--- config.mk ---
export PLATFORM = sky130hd
export DESIGN_NAME = rewind_fifo
export DESIGN_NICKNAME = d
export VERILOG_FILES = /design/src/rtl/rewind_fifo.sv
export SDC_FILE = /design/constraint.sdc
export NUM_CORES = 1
export LEC_CHECK = 0
export BUFFER_PORTS_ARGS = -buffer_cell sky130_fd_sc_hd__buf_2
export CORE_MARGIN = 3
export CORE_UTILIZATION = 61
export DETAILED_ROUTE_END_ITERATION = 10
export PLACE_DENSITY = 0.85
export SKIP_CTS_REPAIR_TIMING = 1
export SLEW_MARGIN = 20
export SYNTH_ARGS = -nofsm -noshare
export SYNTH_HDL_FRONTEND = slang
export SYNTH_SLANG_ARGS = --single-unit
--- constraint.sdc ---
create_clock -name clk -period 3.4 [get_ports clk]
set_input_delay 0.51 -clock clk [delete_from_list [all_inputs] [get_ports clk]]
set_output_delay 0.51 -clock clk [all_outputs]
set_load 0.01 [all_outputs]
--- src/rtl/rewind_fifo.sv ---
module rewind_fifo #(
  parameter int WIDTH = 8,
  parameter int DEPTH = 16
) (
  input  logic             clk,
  input  logic             rst,
  input  logic             fwft_sel,
  input  logic             rt_norm_sel,
  input  logic             wr_en,
  input  logic [WIDTH-1:0] wr_data,
  input  logic             rd_en,
  input  logic             rewind,
  output logic [WIDTH-1:0] rd_data,
  output logic             rd_flag,
  output logic             full
);
  localparam int AW = $clog2(DEPTH);
  localparam int CW = AW + 1;

  logic             fwft_q, norm_q;
  logic [WIDTH-1:0] mem [DEPTH];
  logic [AW-1:0]    wp, rp;
  logic [CW-1:0]    cnt;
  logic             ov, hold, wrapped;

  wire          wr_ok   = wr_en && !full;
  wire [AW-1:0] wp_nx   = wp + AW'(wr_ok);
  wire          wrap_nx = wrapped | (wr_ok && wp == AW'(DEPTH - 1));
  wire [CW-1:0] rcnt    = (wp_nx != '0) ? CW'(wp_nx) : (wrap_nx ? CW'(DEPTH) : '0);
  wire          has     = cnt != '0;
  wire          std_pop = !fwft_q && rd_en && has && !hold;
  wire          fw_pop  = fwft_q && has && !hold && (!ov || rd_en);
  wire          pop     = !rewind && (std_pop || fw_pop);

  assign rd_flag = fwft_q ? ov : (has && !hold);
  assign full    = hold || cnt == CW'(DEPTH);

  always_ff @(posedge clk)
    if (rst) begin
      fwft_q <= fwft_sel;
      norm_q <= rt_norm_sel;
    end

  always_ff @(posedge clk)
    if (!rst && wr_ok) mem[wp] <= wr_data;

  always_ff @(posedge clk) begin
    if (rst) begin
      wp      <= '0;
      rp      <= '0;
      cnt     <= '0;
      ov      <= 1'b0;
      hold    <= 1'b0;
      wrapped <= 1'b0;
      rd_data <= '0;
    end else begin
      wp      <= wp_nx;
      wrapped <= wrap_nx;
      hold    <= rewind && norm_q;
      if (rewind) begin
        rp  <= '0;
        cnt <= rcnt;
        ov  <= 1'b0;
      end else begin
        cnt <= cnt + CW'(wr_ok) - CW'(pop);
        if (pop) begin
          rd_data <= mem[rp];
          rp      <= rp + 1'b1;
        end
        if (fwft_q) begin
          if (pop) ov <= 1'b1;
          else if (rd_en) ov <= 1'b0;
        end
      end
    end
  end
endmodule


==> results.toml <==
[sta]
drv_slew = 0
tightestPinTransition_ns = 0.875
fmax_mhz = 333
skew_ns = 0.00701
relSlewSlack_pct = 41.5
setup_viol = 0
rsz0062_at_grt = "false"
post-route-min-period_ns = 3.00
period_share_pct = 88.3
final-hold-violation-count = 0
final.setup.tns_ns = 0

[placement]
gp_congestion = 0.859
hpwlAfterDp_um = 7460
numPortBuffers = 24

[yosys]
syn_nets = 363
syn_inst = 338
ys_top_cells_by_count = "edfxtp_1 (130), mux4_2 (32), dfxtp_1 (24), nor2_1 (19), mux2i_1 (18)"
ys_seq_elements = 154
synth.most_common_cell = "edfxtp_1"
synth-main-ff-cell = "edfxtp_1"
yosysWarnings = 0
synthTopCellsByArea = "edfxtp_1 (64%), mux4_2 (12%), dfxtp_1 (7.9%), mux2i_1 (3.0%), ha_1 (1.8%)"
yosysSeqAreaShare_pct = 71.8
syn_area_per_cell_um2 = 18.1
netlist_area_mm2 = 0.00610
synth_edf_count = 130
synth_top_area_share_pct = 64.0
synth.distinct_cells = 37
postSynth.asyncResetShare_pct = 0
synth_top_cell_by_area = "edfxtp_1"

[clock_tree]
ctsRootBufferMaster = "clkbuf_8"
clock_path_buffers = 2
clkTransAtPathRegs_ns = 0.07
cts_made_buffers = 17
tritoncts = "built"
clock_latency_ns = 0.53
htreeDepth = 4
cts_sinks = 154

[global_route]
grt_overflow = 0
grt_pass1_wl_um = 19900
grt_max_degree = 36
grt_pass1_vias = 3473
antenna_found_initial = 0
track_usage_pct = 25.0

[setup_path]
cp-end-kind = "register"
path_class = "register to register"
max_stage_delay_ns = 0.52
worstPathRequired_ns = 3.83
arrival_ns = 3.44
cp_common_cell = "inv_1"
cp-start-kind = "register"
worstPathMaxFanout = 3
path_cells = "inv_1 > ha_1 > nor4b_1 > a2111o_1 > inv_1 > ha_1 > inv_1 > ha_1 > inv_1 > fa_1 > nor2b_1 > o21bai_1 > and3_1 > o31ai_1"
crit_path_top_delay_cell = "nor4b_1"

[routing]
vias_per_cell = 6.21
wl_per_cell_um = 24.2
firstDrtPassIters = 5
drc = 0
vias = 3259
final_antenna_net_count = 0
drt_iter0_drc = 322
routed_wl_um = 12700

[floorplan]
num_rows = 35
coreArea_mm2 = 0.00946
dieHeight_um = 106
die_area_mm2 = 0.0112
start_util_pct = 64.5
die_x_um = 106
ios = 25

[finish]
fin_util_pct = 74.0
drive_gt1_share_pct = 26.5
area_growth_pct = 14.7
final_nets = 408
antennaDiodeCount = 0

[run_status]
status = "finished, final reports clean"

[power]
powerDensity_mw_per_mm2 = 609
p_leak_nw = 2.34
vdd_ir_drop_max_mv = 0.551

[flow_run]
cap_violations = 0

[min_path]
hold_class = "input pin to register"
==> layer usage <==
layer	GRT usage [%]	up-vias	share of wire [%]
met3	5.95	22	6.7
met4	9.44	0	1.7
met1	31.1	1658	38
met2	43.0	142	54
met5	0	-	0
li1	-	1437	-
==> cell usage in the layout, fill, tap and decap left out, drive strengths merged, types with 2 or more instances in the layout <==
cell type / netlist / layout
clkinv: 0 / 7
inv: 13 / 18
or3: 3 / 3
edfxtp: 130 / 130
nor2: 19 / 19
nand3: 12 / 12
nor4: 2 / 2
nor2b: 3 / 3
xnor2: 3 / 3
mux4: 32 / 32
a211oi: 2 / 2
buf: 7 / 40
o221ai: 8 / 8
nor3: 5 / 5
mux2i: 18 / 18
and3: 2 / 2
nand2: 7 / 7
dfxtp: 24 / 24
nand2b: 4 / 4
a21oi: 6 / 6
o21ai: 2 / 2
o31ai: 2 / 2
ha: 9 / 9
nand3b: 2 / 2
clkbuf: 7 / 18
xor2: 3 / 3
a21o: 2 / 2
==> critical path, delay by kind of cell, from the launching register on <==
| kind | cells | cell delay [ns] |
|---|---|---|
| AO/OA/AOI/OAI | 3 | 0.47 |
| buffers and inverters | 4 | 0.26 |
| flip-flops | 1 | 0.32 |
| AND/OR/NAND/NOR | 3 | 0.84 |
| adder cells (fa/ha/maj) | 4 | 1.03 |
==> per-stage QoR <==
step	instances	hold WS [ns]	power, W	setup slack [ns]	instance area, um^2
2_1_floorplan	338	0.441	0.00239	0.801	6100
6_report	525	0.160	0.00426	0.398	7000
4_1_cts	525	0.137	0.00429	0.402	7000
3_5_place_dp	493	0.473	0.00251	0.420	6440
3_3_place_gp	493	0.452	0.00249	0.667	6440
5_1_grt	525	0.138	0.00440	0.184	7000
==> report_power, final <==
part / switching, W / internal [W]
sequential: 0.0000433 / 0.00209
combinational: 0.000193 / 0.000153
clock: 0.000791 / 0.000990
==> sequential cells by signal, summed over array words and instances, names as in the netlist <==
name and cells:
mem 128, wp 4, rp 4, fwft_q 1, norm_q 1, hold 1
rd_data 8, ov 1, wrapped 1, cnt 5
==> layout make-up <==
class	count	area, um^2
Timing Repair Buffer	40	240
Clock inverter	14	140
Inverter	13	48.8
Multi-Input combinational cell	157	1610
Sequential cell	154	4390
Tap cell	129	161
Clock buffer	18	418
Fill cell	552	2460
==> cells by family (layout without fill, tap and decap cells) <==
group           Yosys count  in the layout  share of synthesized area, %
flops                   154            154                          71.8
compound gates           27             27                          3.24
simple gates             64             64                          5.33
xor+xnor                  6              6                         0.861
buf+inv                  27             85                          1.80
fa+ha+maj                10             10                          2.17
mux                      50             50                          14.8
==> final timing paths <==
kind / slack, ns / endpoint / from / cells after the start
setup reg to reg: 0.40 / cnt[4]$_SDFF_PP0_ / cnt[3]$_SDFF_PP0_ / 14
hold reg to reg: 0.48 / wrapped$_SDFF_PP0_ / wrapped$_SDFF_PP0_ / 1
hold / removal: 0.16 / fwft_q$_DFFE_PP_ / fwft_sel / 1
setup / recovery: 0.40 / cnt[4]$_SDFF_PP0_ / cnt[3]$_SDFF_PP0_ / 14
(Power assumes the default switching activity.)
